## config.mk

```make
export PLATFORM = sky130hd
export DESIGN_NAME = priv_status_ctrl
export DESIGN_NICKNAME = d
export VERILOG_FILES = /design/src/rtl/psr_pkg.sv /design/src/rtl/psr_write_filter.sv /design/src/rtl/psr_irq_gate.sv /design/src/rtl/psr_entry_ctrl.sv /design/src/rtl/psr_state_reg.sv /design/src/rtl/priv_status_ctrl.sv
export SDC_FILE = /design/constraint.sdc
export NUM_CORES = 1
export LEC_CHECK = 0
export BUFFER_PORTS_ARGS = -buffer_cell sky130_fd_sc_hd__buf_2
export CORE_MARGIN = 2
export CORE_UTILIZATION = 34
export CTS_BUF_LIST = sky130_fd_sc_hd__clkbuf_4
export DETAILED_ROUTE_END_ITERATION = 8
export GPL_TIMING_DRIVEN = 1
export PLACE_DENSITY = 0.78
export SYNTH_ARGS = -nofsm -noshare
export SYNTH_HDL_FRONTEND = slang
export SYNTH_SLANG_ARGS = --single-unit
export TNS_END_PERCENT = 5
```

## constraint.sdc

```tcl
create_clock -name clk_i -period 1.4 [get_ports clk_i]
set_clock_uncertainty 0.05 [all_clocks]
set_input_delay 0.21 -clock clk_i [delete_from_list [all_inputs] [get_ports clk_i]]
set_output_delay 0.21 -clock clk_i [all_outputs]
set_load 0.1 [all_outputs]
```

## src/rtl/psr_pkg.sv

```systemverilog
package psr_pkg;
  localparam int unsigned XLEN    = 32;
  localparam int unsigned POS_MD  = 30;
  localparam int unsigned POS_RB  = 29;
  localparam int unsigned POS_BL  = 28;
  localparam int unsigned POS_FD  = 15;
  localparam int unsigned POS_M   = 9;
  localparam int unsigned POS_Q   = 8;
  localparam int unsigned POS_S   = 1;
  localparam int unsigned POS_T   = 0;

  typedef enum logic [1:0] {
    EXC_GENERAL = 2'b00,
    EXC_UBREAK  = 2'b01,
    EXC_IRQ     = 2'b10,
    EXC_GEN_ALT = 2'b11
  } exc_kind_e;

  function automatic logic [XLEN-1:0] bit_at(input int unsigned pos);
    logic [XLEN-1:0] v;
    v = '0;
    v[pos] = 1'b1;
    return v;
  endfunction

  function automatic logic [XLEN-1:0] field_at(input int unsigned lsb, input int unsigned w);
    logic [XLEN-1:0] v;
    v = '0;
    for (int unsigned i = 0; i < XLEN; i++) begin
      if (i >= lsb && i < lsb + w) v[i] = 1'b1;
    end
    return v;
  endfunction
endpackage

```

## src/rtl/psr_write_filter.sv

```systemverilog
module psr_write_filter #(
  parameter int unsigned XLEN = 32,
  parameter logic [XLEN-1:0] WMASK = '1
) (
  input  logic            wr_en_i,
  input  logic [XLEN-1:0] wr_data_i,
  input  logic            md_i,
  input  logic            exc_busy_i,
  output logic            wr_take_o,
  output logic [XLEN-1:0] wr_val_o,
  output logic            wr_err_o
);
  assign wr_take_o = wr_en_i & md_i & ~exc_busy_i;
  assign wr_val_o  = wr_data_i & WMASK;
  assign wr_err_o  = wr_en_i & ~md_i;
endmodule

```

## src/rtl/psr_irq_gate.sv

```systemverilog
module psr_irq_gate #(
  parameter int unsigned LVL_W = 4
) (
  input  logic             bl_i,
  input  logic [LVL_W-1:0] imask_i,
  input  logic [LVL_W-1:0] level_i,
  output logic             accept_o
);
  assign accept_o = ~bl_i & (level_i > imask_i);
endmodule

```

## src/rtl/psr_entry_ctrl.sv

```systemverilog
module psr_entry_ctrl
  import psr_pkg::*;
(
  input  logic      exc_valid_i,
  input  exc_kind_e exc_kind_i,
  input  logic      bl_i,
  input  logic      irq_accept_i,
  output logic      take_entry_o,
  output logic      escalate_o
);
  logic is_general;

  always_comb begin
    is_general   = (exc_kind_i == EXC_GENERAL) || (exc_kind_i == EXC_GEN_ALT);
    escalate_o   = exc_valid_i & is_general & bl_i;
    take_entry_o = 1'b0;
    if (exc_valid_i) begin
      unique case (exc_kind_i)
        EXC_UBREAK:               take_entry_o = 1'b1;
        EXC_IRQ:                  take_entry_o = irq_accept_i;
        EXC_GENERAL, EXC_GEN_ALT: take_entry_o = ~bl_i;
        default:                  take_entry_o = 1'b0;
      endcase
    end
  end
endmodule

```

## src/rtl/psr_state_reg.sv

```systemverilog
module psr_state_reg #(
  parameter int unsigned XLEN = 32,
  parameter logic [XLEN-1:0] RST_VAL = '0,
  parameter logic [XLEN-1:0] ENTRY_SET = '0
) (
  input  logic            clk_i,
  input  logic            rst_ni,
  input  logic            take_entry_i,
  input  logic            wr_take_i,
  input  logic [XLEN-1:0] wr_val_i,
  output logic [XLEN-1:0] q_o
);
  logic [XLEN-1:0] q, d;

  always_comb begin
    d = q;
    if (take_entry_i)   d = q | ENTRY_SET;
    else if (wr_take_i) d = wr_val_i;
  end

  always_ff @(posedge clk_i or negedge rst_ni) begin
    if (!rst_ni) q <= RST_VAL;
    else         q <= d;
  end

  assign q_o = q;
endmodule

```

## src/rtl/priv_status_ctrl.sv

```systemverilog
module priv_status_ctrl
  import psr_pkg::*;
#(
  parameter int unsigned IMASK_LSB = 4,
  parameter int unsigned IMASK_W   = 4
) (
  input  logic               clk_i,
  input  logic               rst_ni,
  input  logic               wr_en_i,
  input  logic [31:0]        wr_data_i,
  input  logic               exc_valid_i,
  input  logic [1:0]         exc_kind_i,
  input  logic [IMASK_W-1:0] irq_level_i,
  output logic [31:0]        status_o,
  output logic               priv_o,
  output logic               bank_o,
  output logic               irq_accept_o,
  output logic               reset_req_o,
  output logic               wr_err_o
);
  localparam logic [XLEN-1:0] ENTRY_SET = bit_at(POS_MD) | bit_at(POS_RB) | bit_at(POS_BL);
  localparam logic [XLEN-1:0] IMASK_FLD = field_at(IMASK_LSB, IMASK_W);
  localparam logic [XLEN-1:0] WMASK = ENTRY_SET | IMASK_FLD | bit_at(POS_FD) | bit_at(POS_M)
                                    | bit_at(POS_Q) | bit_at(POS_S) | bit_at(POS_T);
  localparam logic [XLEN-1:0] RST_VAL = ENTRY_SET | IMASK_FLD;

  logic [XLEN-1:0] q, wr_val;
  logic            wr_take, take_entry;
  exc_kind_e       kind;

  assign kind = exc_kind_e'(exc_kind_i);

  psr_write_filter #(.XLEN(XLEN), .WMASK(WMASK)) u_wr (
    .wr_en_i    (wr_en_i),
    .wr_data_i  (wr_data_i),
    .md_i       (q[POS_MD]),
    .exc_busy_i (exc_valid_i),
    .wr_take_o  (wr_take),
    .wr_val_o   (wr_val),
    .wr_err_o   (wr_err_o)
  );

  psr_irq_gate #(.LVL_W(IMASK_W)) u_irq (
    .bl_i     (q[POS_BL]),
    .imask_i  (q[IMASK_LSB +: IMASK_W]),
    .level_i  (irq_level_i),
    .accept_o (irq_accept_o)
  );

  psr_entry_ctrl u_ent (
    .exc_valid_i  (exc_valid_i),
    .exc_kind_i   (kind),
    .bl_i         (q[POS_BL]),
    .irq_accept_i (irq_accept_o),
    .take_entry_o (take_entry),
    .escalate_o   (reset_req_o)
  );

  psr_state_reg #(.XLEN(XLEN), .RST_VAL(RST_VAL), .ENTRY_SET(ENTRY_SET)) u_reg (
    .clk_i        (clk_i),
    .rst_ni       (rst_ni),
    .take_entry_i (take_entry),
    .wr_take_i    (wr_take),
    .wr_val_i     (wr_val),
    .q_o          (q)
  );

  assign status_o = q;
  assign priv_o   = q[POS_MD];
  assign bank_o   = q[POS_RB];
endmodule

```

==> impl_metrics.env <==
export IMPL_status="complete, but fails checks"
export IMPL_violations="setup timing"
export IMPL_io_buffers=38
export IMPL_ios=79
export IMPL_clockBufferDepth=2
export IMPL_synth_cells=77
export IMPL_vias=632
export IMPL_cp_cell_sequence="inv_4, ha_4, buf_6, a41oi_2, a21boi_4, buf_12"
export IMPL_antenna_found_initial=0
export IMPL_rr_endpoint="u_reg.q_o[29]$_DFFE_PN1P_"
export IMPL_drtIter0Drc=0
export IMPL_cp_required_ps=1140
export IMPL_grt_usage_pct=12.39
export IMPL_design_core_area_um2=2455
export IMPL_cts_tree="built"
export IMPL_num_nets_final=173
export IMPL_wl_per_cell_um=11.10
export IMPL_clk_latency_ps=260
export IMPL_hpwl_mm=1.482
export IMPL_powerDensity_nw_per_um2=2349
export IMPL_seq_power_share_pct=19.5
export IMPL_fin_ws_ps=-715.5
export IMPL_vdd_drop_max_mv=1.244
export IMPL_cts_sinks=12
export IMPL_h_tree_depth=1
export IMPL_grt_overflow=0
export IMPL_finalWirelength_mm=1.710
export IMPL_diodes=0
export IMPL_cts_root_buf="clkbuf_4"
export IMPL_die_w_um=54.65
export IMPL_dp_cells=147
export IMPL_drive_above_1_share_pct=62.10
export IMPL_fmax_mhz=472.7
export IMPL_fin_total_pwr_w=0.003203
export IMPL_wl_met3_um=119
export IMPL_period_share_pct=151.1
export IMPL_num_rows=18
export IMPL_drcViolationCount=0
export IMPL_hp_class="in -> reg"
export IMPL_syn_area_um2=872.1
export IMPL_largest_reg_flops=12
export IMPL_utilization_pct=55.56
export IMPL_timing_critical_path_buf_inv=3
export IMPL_avgSynthCellArea_um2=11.33
export IMPL_intPower_w=0.001410
export IMPL_p_switching_w=0.001793
export IMPL_fill_cells=218
export IMPL_critPathMaxFanout=2
export IMPL_grt_pass1_vias=618
export IMPL_ys_seq_area_share_pct=35.44
export IMPL_syn_to_final_growth_pct=56.38
export IMPL_crit_path_start_kind="flop"
export IMPL_slowest_stage="dfstp_4"
export IMPL_power_frac_comb_pct=74.0
export IMPL_rsz0062_at_grt="yes"
export IMPL_yosys_warnings=0
export IMPL_top_layer="met3"
export IMPL_rr_worst_depth=7
export IMPL_setup_viol=10
export IMPL_worst_setup_path_end_kind="primary output"
export IMPL_drtPass1Iterations=1
export IMPL_cts_made_buffers=3
export IMPL_critPathKind="reg -> out"
export IMPL_viasPerCell=4.104
export IMPL_hold_depth=2
export IMPL_holdCritStartpoint="wr_data_i[15]"
export IMPL_dp_slack_ps=-476.8
export IMPL_route_met2_wl_um=997
export IMPL_synth_seq_cells=12
export IMPL_critPathTopFamily="flip-flops"
export IMPL_cap_violations=0
export IMPL_clk_pin_slew_ps=70
export IMPL_final_hold_violation_count=0
export IMPL_slowest_delay_ps=630
export IMPL_power_leakage_nw=0.7085
export IMPL_grt_pass1_wl_mm=2.663
export IMPL_switching_share_pct=55.97
export IMPL_met1_length_um=593
export IMPL_ys_types=23
export IMPL_arrival_ps=1860
export IMPL_min_to="u_reg.q_o[15]$_DFFE_PN0P_"
export IMPL_pwr_share_clk_pct=6.4
export IMPL_rrSetupSlack_ps=-420
export IMPL_ant_nets=0
export IMPL_drv_slew=0
export IMPL_layout_commonest_cell="buf_2"
export IMPL_holdWs_ps=132.5
export IMPL_period_minus_slack_ps=2115
export IMPL_final_cell_mix="26 x buf_2, 20 x conb_1, 11 x buf_12, 7 x mux2_4"
export IMPL_instances_no_fill=154
export IMPL_grt_max_degree=13
export IMPL_start_util_pct=35.52
export IMPL_place_congestion=0.7015
export IMPL_timing_rr_start="u_reg.q_o[5]$_DFFE_PN1P_"
export IMPL_dieArea_um2=2986
export IMPL_die_y_um=54.65
==> cells by family (layout without fill, tap and decap cells) <==
logic type / Yosys count / after routing / synth area share, %
compound gates: 7 / 7 / 7.030
fa+ha+maj: 6 / 6 / 8.608
buf+inv: 31 / 59 / 24.10
flops: 12 / 12 / 35.44
mux: 11 / 11 / 16.93
other cells: 1 / 20 / 0.4300
simple gates: 9 / 9 / 7.460
==> metal layers <==
| metal | track usage [%] | vias to the layer above |
|---|---|---|
| met5 | 0 | - |
| met2 | 24.01 | 27 |
| met3 | 1.913 | 0 |
| li1 | - | 308 |
| met1 | 13.97 | 297 |
| met4 | 2.500 | 0 |
==> worst max-delay path by stage <==
stage,from,end,depth (start not counted)
3_5_place_dp,u_reg.q_o[5]$_DFFE_PN1P_,irq_accept_o,6
6_report,u_reg.q_o[5]$_DFFE_PN1P_,irq_accept_o,6
5_1_grt,u_reg.q_o[5]$_DFFE_PN1P_,irq_accept_o,6
3_3_place_gp,u_reg.q_o[5]$_DFFE_PN1P_,irq_accept_o,6
4_1_cts,u_reg.q_o[5]$_DFFE_PN1P_,irq_accept_o,6
2_1_floorplan,u_reg.q_o[5]$_DFFE_PN1P_,irq_accept_o,5
==> stage by stage <==
step                instance area [µm²]  setup TNS (ps)
floorplan                         982.2           -4822
global placement                   1244           -1321
detailed placement                 1244           -1525
CTS                                1324           -2412
global route                       1364           -2982
finish                             1364           -2213
==> power groups by stage <==
stage	clock network, W	registers, W	logic (W)
2_1_floorplan	0	0.00140	0.000900
6_report	0.000206	0.000626	0.00237
3_3_place_gp	0	0.000615	0.00221
3_5_place_dp	0	0.000621	0.00225
5_1_grt	0.000238	0.000644	0.00247
4_1_cts	0.000217	0.000626	0.00232
==> final cells by class <==
class	instances	area (µm²)	area share (%)
Clock buffer	3	22.52	1.651
Clock inverter	1	3.754	0.2752
Tap cell	30	37.54	2.752
Multi-Input combinational cell	53	489.2	35.87
Timing Repair Buffer	48	457.9	33.58
Inverter	7	28.78	2.110
Sequential cell	12	324.1	23.76
==> worst register-to-register path: stages, from the launching register on <==
cell and delay (ps):
dfstp_4 630, inv_4 40, ha_4 210, nor2b_4 120, o211ai_1 280, buf_4 170
a21o_1 150, nand3_1 90
==> synth_stat cells <==
| cell | count | share of area, % |
|---|---|---|
| dfstp_2 | 7 | 21 |
| nor2_1 | 1 | 0.43 |
| a21oi_1 | 1 | 0.57 |
| o211ai_1 | 1 | 0.86 |
| a21boi_0 | 1 | 0.86 |
| o21ai_0 | 1 | 0.57 |
| and3_1 | 1 | 0.72 |
| dfrtp_1 | 5 | 14 |
| ha_1 | 6 | 8.6 |
| nand3b_4 | 1 | 2.3 |
| and2b_1 | 1 | 0.86 |
| mux2i_1 | 2 | 2.3 |
| a41oi_2 | 1 | 1.9 |
| buf_6 | 1 | 1.3 |
| conb_1 | 1 | 0.43 |
| a31oi_2 | 1 | 1.4 |
| nor2b_1 | 2 | 1.4 |
| buf_4 | 23 | 20 |
| mux2_2 | 2 | 2.6 |
| nand3_1 | 3 | 1.7 |
| inv_1 | 7 | 3.0 |
| a21o_1 | 1 | 0.86 |
| mux2_4 | 7 | 12 |
==> what timing repair did <==
action,CTS,global route
buffers inserted,2,0
hold buffers,1,0
pin swaps,4,0
endpoints found under the hold margin,5,0
gates resized for setup,8,5
endpoints found under the setup margin,12,12
Note: power is estimated with default switching activity, not from simulation.
